<file path="src/rtl/fpm_pkg.sv">
package fpm_pkg;

    typedef enum logic [2:0] {
        ST_IDLE,
        ST_ROW_OPEN,
        ST_COL,
        ST_PAGE,
        ST_PRECHARGE,
        ST_REF_SETUP,
        ST_REF_ACTIVE
    } fpm_state_e;

    function automatic int fpm_max(input int a, input int b);
        return (a > b) ? a : b;
    endfunction

endpackage

</file>
<file path="src/rtl/fpm_step_timer.sv">
module fpm_step_timer #(
    parameter int W = 4
) (
    input  logic         clk,
    input  logic         rst_n,
    input  logic         load,
    input  logic [W-1:0] load_val,
    output logic         done
);
    logic [W-1:0] cnt;

    always_ff @(posedge clk or negedge rst_n) begin
        if (!rst_n)
            cnt <= '0;
        else if (load)
            cnt <= load_val;
        else if (cnt != '0)
            cnt <= cnt - 1'b1;
    end

    assign done = (cnt == '0);
endmodule

</file>
<file path="src/rtl/fpm_age_counter.sv">
module fpm_age_counter #(
    parameter int W   = 8,
    parameter int SAT = 255
) (
    input  logic         clk,
    input  logic         rst_n,
    input  logic         clr,
    output logic [W-1:0] age
);
    localparam logic [W-1:0] SAT_V = W'(SAT);

    always_ff @(posedge clk or negedge rst_n) begin
        if (!rst_n)
            age <= '0;
        else if (clr)
            age <= '0;
        else if (age != SAT_V)
            age <= age + 1'b1;
    end
endmodule

</file>
<file path="src/rtl/fpm_row_track.sv">
module fpm_row_track #(
    parameter int RW = 10
) (
    input  logic          clk,
    input  logic          rst_n,
    input  logic          load,
    input  logic [RW-1:0] row_in,
    input  logic [RW-1:0] cmp_row,
    output logic [RW-1:0] open_row,
    output logic          hit
);
    always_ff @(posedge clk or negedge rst_n) begin
        if (!rst_n)
            open_row <= '0;
        else if (load)
            open_row <= row_in;
    end

    assign hit = (cmp_row == open_row);
endmodule

</file>
<file path="src/rtl/fpm_dram_ctrl.sv">
module fpm_dram_ctrl
    import fpm_pkg::*;
#(
    parameter int ADDR_W     = 20,
    parameter int COL_W      = 10,
    parameter int DQ_W       = 32,
    parameter int T_RCD      = 4,
    parameter int T_RP       = 8,
    parameter int T_RAS      = 12,
    parameter int T_RC       = 22,
    parameter int T_RAC      = 12,
    parameter int T_CAS_RD   = 6,
    parameter int T_CAS_WR   = 3,
    parameter int T_CP       = 2,
    parameter int T_PC       = 8,
    parameter int T_CRS      = 2,
    parameter int T_RASP_MAX = 20000
) (
    input  logic                                      clk,
    input  logic                                      rst_n,
    input  logic                                      host_valid,
    output logic                                      host_ready,
    input  logic [ADDR_W-1:0]                         host_addr,
    input  logic                                      host_we,
    input  logic [DQ_W/8-1:0]                         host_be,
    input  logic [DQ_W-1:0]                           host_wdata,
    output logic                                      host_rvalid,
    output logic [DQ_W-1:0]                           host_rdata,
    input  logic                                      ref_req,
    output logic                                      ref_ack,
    output logic                                      dram_ras_n,
    output logic [DQ_W/8-1:0]                         dram_cas_n,
    output logic                                      dram_we_n,
    output logic [fpm_max(ADDR_W-COL_W, COL_W)-1:0]   dram_addr,
    output logic [DQ_W-1:0]                           dram_dq_out,
    output logic                                      dram_dq_oe,
    input  logic [DQ_W-1:0]                           dram_dq_in
);
    localparam int ROW_W   = ADDR_W - COL_W;
    localparam int LANES   = DQ_W / 8;
    localparam int MUX_W   = fpm_max(ROW_W, COL_W);
    localparam int TMAX    = fpm_max(fpm_max(T_RCD, T_RP),
                             fpm_max(fpm_max(T_CAS_RD, T_CAS_WR), fpm_max(T_CP, T_CRS)));
    localparam int TW      = $clog2(TMAX + 1);
    localparam int AGE_SAT = T_RASP_MAX + T_RC;
    localparam int AW      = $clog2(AGE_SAT + 1);
    localparam int CW      = $clog2(T_PC + 1);
    localparam int EXP_AT  = T_RASP_MAX - T_PC - T_CAS_RD - 4;

    localparam logic [AW-1:0] AGE_RAS = AW'(T_RAS - 1);
    localparam logic [AW-1:0] AGE_RC  = AW'(T_RC - 1);
    localparam logic [AW-1:0] AGE_RAC = AW'(T_RAC - 1);
    localparam logic [AW-1:0] AGE_EXP = AW'(EXP_AT);
    localparam logic [CW-1:0] COL_PC  = CW'(T_PC - 1);
    localparam logic [TW-1:0] LD_RCD  = TW'(T_RCD - 1);
    localparam logic [TW-1:0] LD_RP   = TW'(T_RP - 1);
    localparam logic [TW-1:0] LD_CRD  = TW'(T_CAS_RD - 1);
    localparam logic [TW-1:0] LD_CWR  = TW'(T_CAS_WR - 1);
    localparam logic [TW-1:0] LD_CP   = TW'(T_CP - 1);
    localparam logic [TW-1:0] LD_CRS  = TW'(T_CRS - 1);
    localparam logic [LANES-1:0] ALL_HI = {LANES{1'b1}};

    fpm_state_e state_q, state_d;

    logic             step_load, step_done;
    logic [TW-1:0]    step_val;
    logic             age_clr, col_clr;
    logic [AW-1:0]    ras_age;
    logic [CW-1:0]    col_age;
    logic             row_load, row_hit;
    logic [ROW_W-1:0] open_row;
    logic             rd_cap;

    logic [COL_W-1:0] op_col;
    logic             op_we;
    logic [LANES-1:0] op_be;
    logic [DQ_W-1:0]  op_wdata;

    logic expire, close_ok, col_ok, accept;

    fpm_step_timer #(.W(TW)) u_step (
        .clk      (clk),
        .rst_n    (rst_n),
        .load     (step_load),
        .load_val (step_val),
        .done     (step_done)
    );

    fpm_age_counter #(.W(AW), .SAT(AGE_SAT)) u_ras_age (
        .clk   (clk),
        .rst_n (rst_n),
        .clr   (age_clr),
        .age   (ras_age)
    );

    fpm_age_counter #(.W(CW), .SAT(T_PC)) u_col_age (
        .clk   (clk),
        .rst_n (rst_n),
        .clr   (col_clr),
        .age   (col_age)
    );

    fpm_row_track #(.RW(ROW_W)) u_row (
        .clk      (clk),
        .rst_n    (rst_n),
        .load     (row_load),
        .row_in   (host_addr[ADDR_W-1:COL_W]),
        .cmp_row  (host_addr[ADDR_W-1:COL_W]),
        .open_row (open_row),
        .hit      (row_hit)
    );

    assign expire   = (ras_age >= AGE_EXP);
    assign close_ok = (ras_age >= AGE_RAS);
    assign col_ok   = step_done && (col_age >= COL_PC);

    // handshake toward the host
    always_comb begin
        unique case (state_q)
            ST_IDLE: host_ready = !ref_req;
            ST_PAGE: host_ready = col_ok && !ref_req && !expire && row_hit;
            default: host_ready = 1'b0;
        endcase
    end

    assign accept  = host_valid && host_ready;
    assign ref_ack = (state_q == ST_IDLE) && ref_req;

    // next state and timer loads
    always_comb begin
        state_d   = state_q;
        step_load = 1'b0;
        step_val  = '0;
        age_clr   = 1'b0;
        col_clr   = 1'b0;
        row_load  = 1'b0;
        rd_cap    = 1'b0;
        unique case (state_q)
            ST_IDLE: begin
                if (ref_req) begin
                    state_d   = ST_REF_SETUP;
                    step_load = 1'b1;
                    step_val  = LD_CRS;
                end else if (host_valid) begin
                    state_d   = ST_ROW_OPEN;
                    step_load = 1'b1;
                    step_val  = LD_RCD;
                    age_clr   = 1'b1;
                    row_load  = 1'b1;
                end
            end
            ST_ROW_OPEN: begin
                if (step_done) begin
                    state_d   = ST_COL;
                    step_load = 1'b1;
                    step_val  = op_we ? LD_CWR : LD_CRD;
                    col_clr   = 1'b1;
                end
            end
            ST_COL: begin
                if (step_done && (op_we || ras_age >= AGE_RAC)) begin
                    state_d   = ST_PAGE;
                    step_load = 1'b1;
                    step_val  = LD_CP;
                    rd_cap    = !op_we;
                end
            end
            ST_PAGE: begin
                if (accept) begin
                    state_d   = ST_COL;
                    step_load = 1'b1;
                    step_val  = host_we ? LD_CWR : LD_CRD;
                    col_clr   = 1'b1;
                end else if ((expire || ref_req || (host_valid && !row_hit)) && close_ok) begin
                    state_d   = ST_PRECHARGE;
                    step_load = 1'b1;
                    step_val  = LD_RP;
                end
            end
            ST_PRECHARGE: begin
                if (step_done && ras_age >= AGE_RC)
                    state_d = ST_IDLE;
            end
            ST_REF_SETUP: begin
                if (step_done) begin
                    state_d = ST_REF_ACTIVE;
                    age_clr = 1'b1;
                end
            end
            ST_REF_ACTIVE: begin
                if (close_ok) begin
                    state_d   = ST_PRECHARGE;
                    step_load = 1'b1;
                    step_val  = LD_RP;
                end
            end
            default: state_d = ST_IDLE;
        endcase
    end

    // state register
    always_ff @(posedge clk or negedge rst_n) begin
        if (!rst_n)
            state_q <= ST_IDLE;
        else
            state_q <= state_d;
    end

    // operation latch and read return
    always_ff @(posedge clk or negedge rst_n) begin
        if (!rst_n) begin
            op_col      <= '0;
            op_we       <= 1'b0;
            op_be       <= '0;
            op_wdata    <= '0;
            host_rvalid <= 1'b0;
            host_rdata  <= '0;
        end else begin
            if (accept) begin
                op_col   <= host_addr[COL_W-1:0];
                op_we    <= host_we;
                op_be    <= host_be;
                op_wdata <= host_wdata;
            end
            host_rvalid <= rd_cap;
            if (rd_cap)
                host_rdata <= dram_dq_in;
        end
    end

    // strobe outputs
    always_comb begin
        dram_ras_n = 1'b1;
        dram_cas_n = ALL_HI;
        dram_we_n  = 1'b1;
        dram_addr  = '0;
        dram_dq_oe = 1'b0;
        unique case (state_q)
            ST_IDLE, ST_PRECHARGE: ;
            ST_ROW_OPEN: begin
                dram_ras_n = 1'b0;
                dram_addr  = MUX_W'(open_row);
            end
            ST_COL: begin
                dram_ras_n = 1'b0;
                dram_cas_n = op_we ? ~op_be : '0;
                dram_we_n  = !op_we;
                dram_addr  = MUX_W'(op_col);
                dram_dq_oe = op_we;
            end
            ST_PAGE: begin
                dram_ras_n = 1'b0;
                dram_addr  = MUX_W'(op_col);
            end
            ST_REF_SETUP: dram_cas_n = '0;
            ST_REF_ACTIVE: begin
                dram_ras_n = 1'b0;
                dram_cas_n = '0;
            end
            default: ;
        endcase
    end

    assign dram_dq_out = op_wdata;

    AST_ROW_AGE_LIMIT: assert property (@(posedge clk) disable iff (!rst_n)
        !dram_ras_n |-> (ras_age < AW'(T_RASP_MAX)));
    AST_RAS_MIN_WIDTH: assert property (@(posedge clk) disable iff (!rst_n)
        $rose(dram_ras_n) |-> (ras_age >= AW'(T_RAS)));
    AST_EARLY_WRITE: assert property (@(posedge clk) disable iff (!rst_n)
        (!dram_ras_n && $past(dram_cas_n) == ALL_HI && dram_cas_n != ALL_HI)
        |-> (dram_we_n == !op_we));
    AST_WE_HELD: assert property (@(posedge clk) disable iff (!rst_n)
        (!dram_ras_n && $past(dram_cas_n) != ALL_HI && dram_cas_n != ALL_HI)
        |-> $stable(dram_we_n));
    AST_RAS_FALL_CAS: assert property (@(posedge clk) disable iff (!rst_n)
        $fell(dram_ras_n) |-> (dram_cas_n == ALL_HI || dram_cas_n == '0));
    AST_ACK_ROW_CLOSED: assert property (@(posedge clk) disable iff (!rst_n)
        ref_ack |-> (dram_ras_n && dram_cas_n == ALL_HI));
    AST_READ_AFTER_RAC: assert property (@(posedge clk) disable iff (!rst_n)
        host_rvalid |-> (ras_age >= AW'(T_RAC)));
    AST_RVALID_PULSE: assert property (@(posedge clk) disable iff (!rst_n)
        host_rvalid |=> !host_rvalid);
endmodule

</file>
<file path="config.mk">
export PLATFORM = sky130hd
export DESIGN_NAME = fpm_dram_ctrl
export DESIGN_NICKNAME = d
export VERILOG_FILES = /design/src/rtl/fpm_pkg.sv /design/src/rtl/fpm_step_timer.sv /design/src/rtl/fpm_age_counter.sv /design/src/rtl/fpm_row_track.sv /design/src/rtl/fpm_dram_ctrl.sv
export SDC_FILE = /design/constraint.sdc
export NUM_CORES = 1
export LEC_CHECK = 0
export BUFFER_PORTS_ARGS = -buffer_cell sky130_fd_sc_hd__buf_2
export CORE_UTILIZATION = 51
export CTS_CLUSTER_SIZE = 16
export DETAILED_ROUTE_END_ITERATION = 7
export PLACE_DENSITY_LB_ADDON = 0.12
export SLEW_MARGIN = 10
export SYNTH_ARGS = -nofsm -noshare
export SYNTH_HDL_FRONTEND = slang
export SYNTH_SLANG_ARGS = --single-unit
export TNS_END_PERCENT = 20
</file>
<file path="constraint.sdc">
create_clock -name clk -period 3.38 [get_ports clk]
set_clock_uncertainty 0.15 [all_clocks]
set_input_delay 0.507 -clock clk [delete_from_list [all_inputs] [get_ports clk]]
set_output_delay 0.507 -clock clk [all_outputs]
set_load 0.02 [all_outputs]
</file>
==> results of run 1 <==
final cells by class:
class | count | area, um^2 | share of cell area, %
clock buffer | 21 | 449 | 6.38
clock inverter | 10 | 131 | 1.87
inverter | 10 | 37.5 | 0.533
multi-input combinational | 291 | 2350 | 33.4
sequential | 116 | 2900 | 41.2
tap | 136 | 170 | 2.42
timing repair buffer | 186 | 998 | 14.2
cells in the final DEF (no fill, tap or decap), types with 3 or more instances in the layout:
master / n
a21oi_1: 9
a22oi_1: 10
and3_1: 3
buf_12: 3
buf_2: 175
buf_4: 7
bufinv_16: 3
clkbuf_16: 16
clkbuf_8: 3
clkinv_2: 5
dfrtp_1: 116
ha_1: 7
inv_1: 10
mux2_2: 89
nand2_1: 17
nand3_1: 9
nand4_1: 9
nor2_1: 42
nor3_1: 8
nor3_2: 3
nor4_1: 3
o211ai_1: 4
o21a_1: 5
o21ai_0: 3
o31a_1: 3
o31ai_1: 3
or3_1: 4
xnor2_1: 8
xor2_1: 19
logic make-up after synthesis:
| family | Yosys count | share of synthesized area, % |
|---|---|---|
| buf+inv | 31 | 2.51 |
| mux | 91 | 19.0 |
| flops | 116 | 54.0 |
| fa+ha+maj | 7 | 1.63 |
| xor+xnor | 27 | 4.40 |
| compound gates | 55 | 8.01 |
| simple gates | 111 | 10.4 |
synthesized netlist by cell type, types with 3 or more instances:
cell type | number | area [um^2]
dfrtp_1 | 116 | 2900
mux2_2 | 89 | 1000
nor2_1 | 42 | 158
xor2_1 | 19 | 166
nand2_1 | 17 | 63.8
clkbuf_1 | 12 | 45.0
a22oi_1 | 10 | 75.1
inv_1 | 10 | 37.5
a21oi_1 | 9 | 45.0
nand3_1 | 9 | 45.0
nand4_1 | 9 | 56.3
nor3_1 | 9 | 45.0
xnor2_1 | 8 | 70.1
ha_1 | 7 | 87.6
buf_2 | 6 | 30.0
o21a_1 | 5 | 37.5
o211ai_1 | 4 | 30.0
or3_1 | 4 | 25.0
and3_1 | 3 | 18.8
nor4_1 | 3 | 18.8
o21ai_0 | 3 | 15.0
o31a_1 | 3 | 26.3
o31ai_1 | 3 | 22.5
state kept, by name (all words and copies together) (netlist names), 3 cells and up:
| register | flops |
|---|---|
| dram_dq_out | 32 |
| host_rdata | 32 |
| op_be | 4 |
| op_col | 10 |
| state_q | 3 |
| u_col_age.age | 4 |
| u_ras_age.age | 15 |
| u_row.open_row | 10 |
| u_step.cnt | 4 |
repair_timing:
action,CTS,global route
setup endpoints to repair,0,1
endpoints found under the hold margin,64,0
resized for setup,0,1
hold buffers,1,0
layer usage:
layer	part of all wire [%]	global-route usage (%)	up-vias	wire length, um
li1	-	-	1947	-
met2	48	37.3	150	5770
met5	0.11	0	-	13
met1	42	28.6	1984	5060
met3	7.8	8.61	16	931
met4	1.4	9.96	2	170
worst max-delay path: cells and delay by family (launching register included):
| kind | cells | cell delay (ns) |
|---|---|---|
| and+or+nand+nor | 2 | 0.79 |
| DFF | 1 | 0.40 |
| AOI/OAI and AO/OA | 2 | 0.35 |
| buffers and inverters | 2 | 0.31 |
| adders and majority gates | 1 | 0.18 |
through the flow:
stage	cells	hold WS (ns)	utilization, %	area (um^2)
detailed placement	738	0.341	62.7	6440
finish	770	0.0729	68.5	7040
CTS	770	0.0450	68.4	7030
floorplan	438	0.0614	-	5370
global route	770	0.0505	68.5	7040
global placement	738	0.334	62.7	6440
power breakdown:
part	switching, mW	internal, mW
logic	1.49	1.16
clock network	0.592	1.15
registers	0.435	1.97
total	2.51	4.28
worst paths after layout:
kind                       slack, ns  depth (start not counted)                     endpoint
max                             0.19                          7                   host_ready
min                             0.07                          2  dram_dq_out[30]$_DFFE_PN0P_
max reg2reg                     0.58                          8  dram_dq_out[11]$_DFFE_PN0P_
min reg2reg                     0.35                          1   dram_dq_out[3]$_DFFE_PN0P_
max in group asynchronous       1.82                          3        host_rvalid$_DFF_PN0_
min in group asynchronous       0.50                          2   dram_dq_out[1]$_DFFE_PN0P_
==> run metrics, run 1 <==
TritonCTS clock tree=built; Mapped Nets=around 540; Port Buffers=176; r2r startpoint=u_step.cnt[1]$_DFFE_PN0P_; Slew Viols, Final=0; Final Power=6.80 mW; synth warn=0; cell area after synthesis=around 0.0054 mm^2; Post-synth EDFFs=0; Avg Inst Size Synth=12.3 um^2; GRT Overall Usage=a little under a quarter; core area=0.0103 mm^2; final WL=roughly 12 mm; Die Wd=approximately 100 um; Slew headroom=around 44%; Yosys reg bits=approximately 120; static leakage=about 3.5 nW; Max FO, Critical Path=6; area delta synth->final=31.0%; Max Freq=313 MHz; drt via density=around 5.3; RePlAce Congestion=0.842; clock sink count=approximately 120; Detail Placement HPWL=approximately 8.5 mm; ant diodes=0; Setup-failing EPs final=0; Initial DRC Count=roughly 220; worst-margin pin slew=about 0.84 ns; Synth cell types=55; via count=between 4000 and 5000; status=complete, no violations; sequential-to-total area share from yosys stat=54.0%; crit path capture type=output pin; WS Path Type=register to output pin; CTS buffer count=17; ANT nets after route=0; Pwr Density=roughly 970 mW/mm^2; Final WS setup=approximately 0.19 ns; hold path startpoint=host_wdata[30]; Longest Clk Path Bufs=2; RSZ-0062 raised after global routing=no; Final #Nets=722; WL/cell=~16 um; Fillers=just over 800; crit path launch=u_step.cnt[1]$_DFFE_PN0P_; final period utilization=between 90% and 100%; pre-CTS WS=~0.50 ns; DRC viols=0; CP required=between 2 and 3 ns; endpoints failing hold=0; Cell Chain, Critical Path=inv_1, ha_1, or3b_2, nor3_2, o211ai_1, o21bai_1, buf_2; share of cells above drive strength 1=between 40% and 50%; # rows=37; Pre-antenna DRT Iters=5; Worst-Skew Late Latency=approximately 0.5 ns; clk root buf=clkbuf_8; # IOs=between 150 and 200; setup TNS=0 ns; H-tree lvl count=4; minimum clock period=3.19 ns; Max-Cap Viols=0; Initial Utilization=52.3%; critical path's largest stage delay=around 0.55 ns; async set-reset flop share out of synthesis=100%; Clock Pin Slew Worst Setup and Hold Paths=0.06 ns; vias in the first global route=4262; Setup Buffers After CTS=0; Die Height=105 um; antenna violations before repair=1; largest net degree at the start of global routing=66; Die Footprint=0.0110 mm^2; worst min path class=primary input to register; peak supply drop=around 0.58 mV; Mapped Cells=between 400 and 500; first-pass GRT wire length=between 15 and 20 mm; WP data arrival=about 2.5 ns; gr ovfl total=0; CP max-delay cell=or3b_2; launching element type of the critical path=register; ys flop type=dfrtp_1
(Power assumes the default switching activity.)
==> run 2: changes to the inputs <==
REMOVE_ABC_BUFFERS = 1   (was default)
==> run metrics, run 2 (synthesis results as in run 1) <==
critical path's largest stage delay=0.55 ns (about the same); Initial DRC Count=194 (-11%); WL/cell=16.3 um (+5.1%); CP max-delay cell=or3b_2; antenna violations before repair=0 (-1); # rows=37 (unchanged); ant diodes=0 (unchanged); clock power share=24.4% (-1.2 points); Die Height=105 um (unchanged); Die Footprint=0.0110 mm^2 (unchanged); final period utilization=94.7% (+0.20 points); WS Path Type=register to output pin; CTS buffer count=17 (unchanged); core area=0.0103 mm^2 (unchanged); gr ovfl total=0 (unchanged); Pwr Density=966 mW/mm^2 (about the same); area delta synth->final=30.2%; WP data arrival=2.54 ns (about the same); ANT nets after route=0 (unchanged); Longest Clk Path Bufs=2 (unchanged); hold slack=0.0567 ns (-0.0162 ns); Final Power=6.76 mW (-0.55%); clk root buf=clkbuf_8; Placed Instances=738 (unchanged); RePlAce Congestion=0.908 (+7.8%); Internal Power=4.15 mW (-3.1%); power share of the combinational group=39.8% (+0.8 points); Max Freq=312 MHz (-0.22%); largest net degree at the start of global routing=69 (+4.5%); Cell Chain, Critical Path=inv_1, ha_1, or3b_2, nor3_2, o211ai_1, o21bai_1, buf_2; GRT Overall Usage=25.0% (+1.6 points); H-tree lvl count=4 (unchanged); vias in the first global route=4267 (+0.12%); crit path capture type=output pin; Final #Nets=722 (unchanged); NetSw=2.61 mW (+3.9%); minimum clock period=3.20 ns (+0.00692 ns); peak supply drop=0.661 mV (+14%); via count=4130 (+0.76%); endpoints failing hold=0 (unchanged); final core utilization=68.1% (-0.39 points); sequential power share=35.8% (+0.4 points); most frequent cells in the layout=buf_2, dfrtp_1, mux2_2; Worst-Skew Late Latency=0.53 ns (+0.02 ns); drt via density=5.36 (+0.63%); Detail Placement HPWL=8.98 mm (+6.2%); Initial Utilization=52.3% (unchanged); TritonCTS clock tree=built; first-pass GRT wire length=21.1 mm (+5.4%); Clock Pin Slew Worst Setup and Hold Paths=0.06 ns (about the same); Pre-antenna DRT Iters=4 (-1); Fillers=813 (-1.3%); static leakage=3.47 nW (-0.69%); Final WS setup=0.178 ns (-0.00692 ns); worst min path class=primary input to register; Worst Path Buf+Inv=2 (unchanged); status=complete, no violations; share of cells above drive strength 1=49.8% (+0.24 points); CP required=2.72 ns (about the same); worst-margin pin slew=0.780 ns (-0.0645 ns); commonest non-fill, non-tap cell in the layout=buf_2; Finished Layout Cells=771 (+0.13%); Port Buffers=176 (unchanged); final WL=12.6 mm (+5.3%); Net Sw Frac=38.6% (+1.6 points); Slew Viols, Final=0 (unchanged); Slew headroom=47.9% (+4.2 points); launching element type of the critical path=register; Die Wd=105 um (unchanged); DRC viols=0 (unchanged); clock sink count=116 (unchanged); RSZ-0062 raised after global routing=no; Max-Cap Viols=0 (unchanged); CP top delay family=simple AND/OR/NAND/NOR gates; Setup-failing EPs final=0 (unchanged); pre-CTS WS=0.550 ns (+0.0454 ns); # IOs=177 (unchanged); Max FO, Critical Path=6 (unchanged)
==> run 2: cell type report <==
cell class	count	area, um^2	area share, %
repair buffers	186	986	14.1
well taps	136	170	2.43
inverters	10	37.5	0.536
multi-input cells	291	2350	33.6
flip-flops and latches	116	2900	41.5
clock buffers	20	445	6.36
clock inverters	12	108	1.54
==> run 2: through the flow <==
| step | instance area (um^2) | setup TNS, ns |
|---|---|---|
| after floorplan | 5280 | -14.19 |
| after global placement | 6430 | 0 |
| after detailed placement | 6430 | 0 |
| after CTS | 6990 | 0 |
| after global routing | 7000 | 0 |
| final | 7000 | 0 |
==> run 2: timing repair <==
action	4_1_cts	5_1_grt
setup buffers	0	0
resized for setup	0	1
hold buffers	1	0
hold endpoints to repair	48	0
setup endpoints to repair	0	1
==> run 2: power by group through the flow <==
stage	registers, mW	logic [mW]	clock network (mW)
detailed placement	2.42	2.69	0
global placement	2.39	2.64	0
finish	2.42	2.69	1.65
floorplan	2.77	1.39	0
CTS	2.42	2.71	1.68
global route	2.51	2.92	1.74
==> run 2: worst paths after layout <==
kind / endpoint / cells past startpoint / start / slack (ns)
worst max-delay path: host_ready / 7 / u_step.cnt[0]$_DFFE_PN0P_ / 0.18
worst min register to register: dram_dq_out[5]$_DFFE_PN0P_ / 1 / dram_dq_out[5]$_DFFE_PN0P_ / 0.35
worst min-delay path: host_rdata[12]$_DFFE_PN0P_ / 2 / dram_dq_in[12] / 0.06
worst max register to register: dram_dq_out[3]$_DFFE_PN0P_ / 8 / u_step.cnt[0]$_DFFE_PN0P_ / 0.59
max in group asynchronous: host_rdata[26]$_DFFE_PN0P_ / 3 / rst_n / 1.90
min in group asynchronous: op_col[6]$_DFFE_PN0P_ / 2 / rst_n / 0.40
==> run 2: routing by layer <==
layer,vias to the layer above,GRT usage [%],wire [um]
met5,-,0,0
met4,0,8.85,209
met3,19,10.5,1020
met1,2010,30.5,5180
met2,160,39.9,6170
li1,1941,-,-
==> run 3: changes to the inputs <==
SYNTH_HIERARCHICAL = 1   (was default)
==> run metrics, run 3 <==
top post-synthesis cells by count=dfrtp_1, mux2_2, nor2_1; Pwr Density=992 mW/mm^2 (+2.7%); Placed Instance Area=0.00663 mm^2 (+3.1%); commonest non-fill, non-tap cell in the layout=buf_2; cell taking the most area after synthesis=dfrtp_1; hold path depth=2 (unchanged); via count=4356 (+5.5%); ANT nets after route=0 (unchanged); first-pass GRT wire length=21.6 mm (+2.7%); Worst Path Buf+Inv=1 (-1); antenna violations before repair=1 (+1); worst-case reg-to-reg path depth=10 (+2); fin area=0.00725 mm^2 (+3.6%); uppermost layer routed=met5; reg2reg end=u_step/cnt[1]$_DFFE_PN0P_; Longest Clk Path Bufs=2 (unchanged); setup TNS=0 ns (unchanged); TritonCTS clock tree=built; reg-to-reg slack, setup=0.45 ns (-0.14 ns); CP required=2.72 ns (about the same); r2r startpoint=u_row/open_row[5]$_DFFE_PN0P_; Finished Layout Cells=796 (+3.2%); WL/cell=16.6 um (+1.8%); Slew Viols, Final=0 (unchanged); met2 WL=6.62 mm (+7.3%); peak supply drop=0.599 mV (-9.3%); Final #Nets=745 (+3.2%); Setup Buffers After CTS=0 (unchanged); area delta synth->final=30.8%; Placed Instances=763 (+3.4%); Final Power=7.19 mW (+6.4%); final period utilization=88.0% (-6.7 points); gr ovfl total=0 (unchanged); worst min path class=primary input to register; Clock Pin Slew Worst Setup and Hold Paths=0.06 ns (about the same); Met3 Wirelength=944 um (-7.5%); synth warn=6 (+6); static leakage=3.57 nW (+2.8%); Mapped Cells=459 (+4.8%); core area=0.0104 mm^2 (+1.4%); Port Buffers=176 (unchanged); Cell Chain, Critical Path=or4_4, o311ai_4, a21oi_1, nor2_1, buf_2; sequential-to-total area share from yosys stat=52.3% (-1.7 points); Max-Cap Viols=0 (unchanged); # IOs=177 (unchanged); final WL=13.2 mm (+5.2%); DRC viols=0 (unchanged); vias in the first global route=4644 (+8.8%); ant diodes=0 (unchanged); CP top delay family=simple AND/OR/NAND/NOR gates; crit path capture type=output pin; async set-reset flop share out of synthesis=100% (unchanged); Max Freq=336 MHz (+7.7%); status=complete, no violations; RSZ-0062 raised after global routing=no; endpoints failing hold=0 (unchanged); Post-synth EDFFs=0 (unchanged); largest cells by area after synthesis=dfrtp_1, mux2_2, nor2_1, a21oi_1, xnor2_1; Final WS setup=0.406 ns (+0.228 ns); Yosys reg bits=116 (unchanged); GRT Overall Usage=25.0% (+0.047 points); Die Height=106 um (+1.6%); minimum clock period=2.97 ns (-0.228 ns); Avg Inst Size Synth=12.1 um^2 (-1.5%); drt via density=5.47 (+2.2%); Die Footprint=0.0113 mm^2 (+3.1%); top-count cell post-synth=dfrtp_1; Worst-Skew Late Latency=0.52 ns (about the same); launching element type of the critical path=register; largest net degree at the start of global routing=63 (-8.7%); CTS buffer count=17 (unchanged); Die Wd=106 um (+1.6%); Synth cell types=58 (+5.5%); cell area after synthesis=0.00555 mm^2 (+3.2%); Initial Utilization=53.2% (+0.95 points); area share of the largest cell type after synthesis=52.3% (-1.7 points); Setup-failing EPs final=0 (unchanged); CP max-delay cell=or4_4; final core utilization=69.6% (+1.5 points); clock sink count=116 (unchanged); critical path's largest stage delay=0.59 ns (+0.04 ns); pre-CTS WS=0.249 ns (-0.301 ns); M1 WL=5.30 mm (+2.3%); worst-margin pin slew=0.715 ns (-0.0653 ns); # rows=37 (unchanged); Pre-antenna DRT Iters=4 (unchanged); RePlAce Congestion=0.858 (-5.5%); H-tree lvl count=4 (unchanged); hold slack=0.0586 ns (+0.00188 ns); share of cells above drive strength 1=48.3% (-1.4 points); ys flop type=dfrtp_1; Detail Placement HPWL=9.31 mm (+3.7%); WS Path Type=register to output pin; Initial DRC Count=187 (-3.6%); WHS Endpoint=dram_dq_out[3]$_DFFE_PN0P_; hold path startpoint=host_wdata[3]; Slew headroom=52.3% (+4.5 points); clk root buf=clkbuf_8; Max FO, Critical Path=6 (unchanged); most frequent cells in the layout=buf_2, dfrtp_1, mux2_2; WP data arrival=2.32 ns (-0.22 ns)
[run 3: worst max-delay path by stage]
stage | from | to | slack [ns] | cells past startpoint
floorplan | u_step/cnt[0]$_DFFE_PN0P_ | host_rdata[0]$_DFFE_PN0P_ | -0.28 | 7
global placement | host_addr[16] | u_step/cnt[1]$_DFFE_PN0P_ | 0.28 | 11
detailed placement | host_addr[16] | u_step/cnt[1]$_DFFE_PN0P_ | 0.25 | 11
CTS | u_ras_age/age[6]$_DFFE_PN0P_ | host_ready | 0.38 | 5
global route | u_row/open_row[6]$_DFFE_PN0P_ | u_step/cnt[1]$_DFFE_PN0P_ | 0.23 | 10
finish | u_ras_age/age[7]$_DFFE_PN0P_ | host_ready | 0.41 | 5
[run 3: cell type report]
type,instances,area (um^2)
Clock buffer,24,490
Clock inverter,8,121
Fill cell,819,3170
Inverter,11,41.3
Multi-Input combinational cell,312,2530
Sequential cell,116,2900
Tap cell,136,170
Timing Repair Buffer,189,996
[run 3: where the power goes]
group          switching, mW  leakage, nW  internal, mW
sequential             0.438         1.48          2.01
clock                  0.617        0.301          1.22
combinational           1.63         1.79          1.28
[run 3: metal layers]
layer	global-route usage, %	vias to the layer above
li1	-	2039
met1	29.2	2131
met2	41.1	150
met3	8.89	34
met4	11.8	2
met5	0	-
[run 3: cells by family after synthesis]
group,share of synthesized area (%)
buffers and inverters,2.39
AOI/OAI and AO/OA,8.60
adders and majority gates,1.13
muxes,20.4
DFF,52.3
xor gates and xnor gates,2.21
and+or+nand+nor,12.8
other,0.0676
[run 3: timing repair]
item	CTS	global route
hold buffers	1	0
endpoints found under the hold margin	54	0
gates resized for setup	0	0
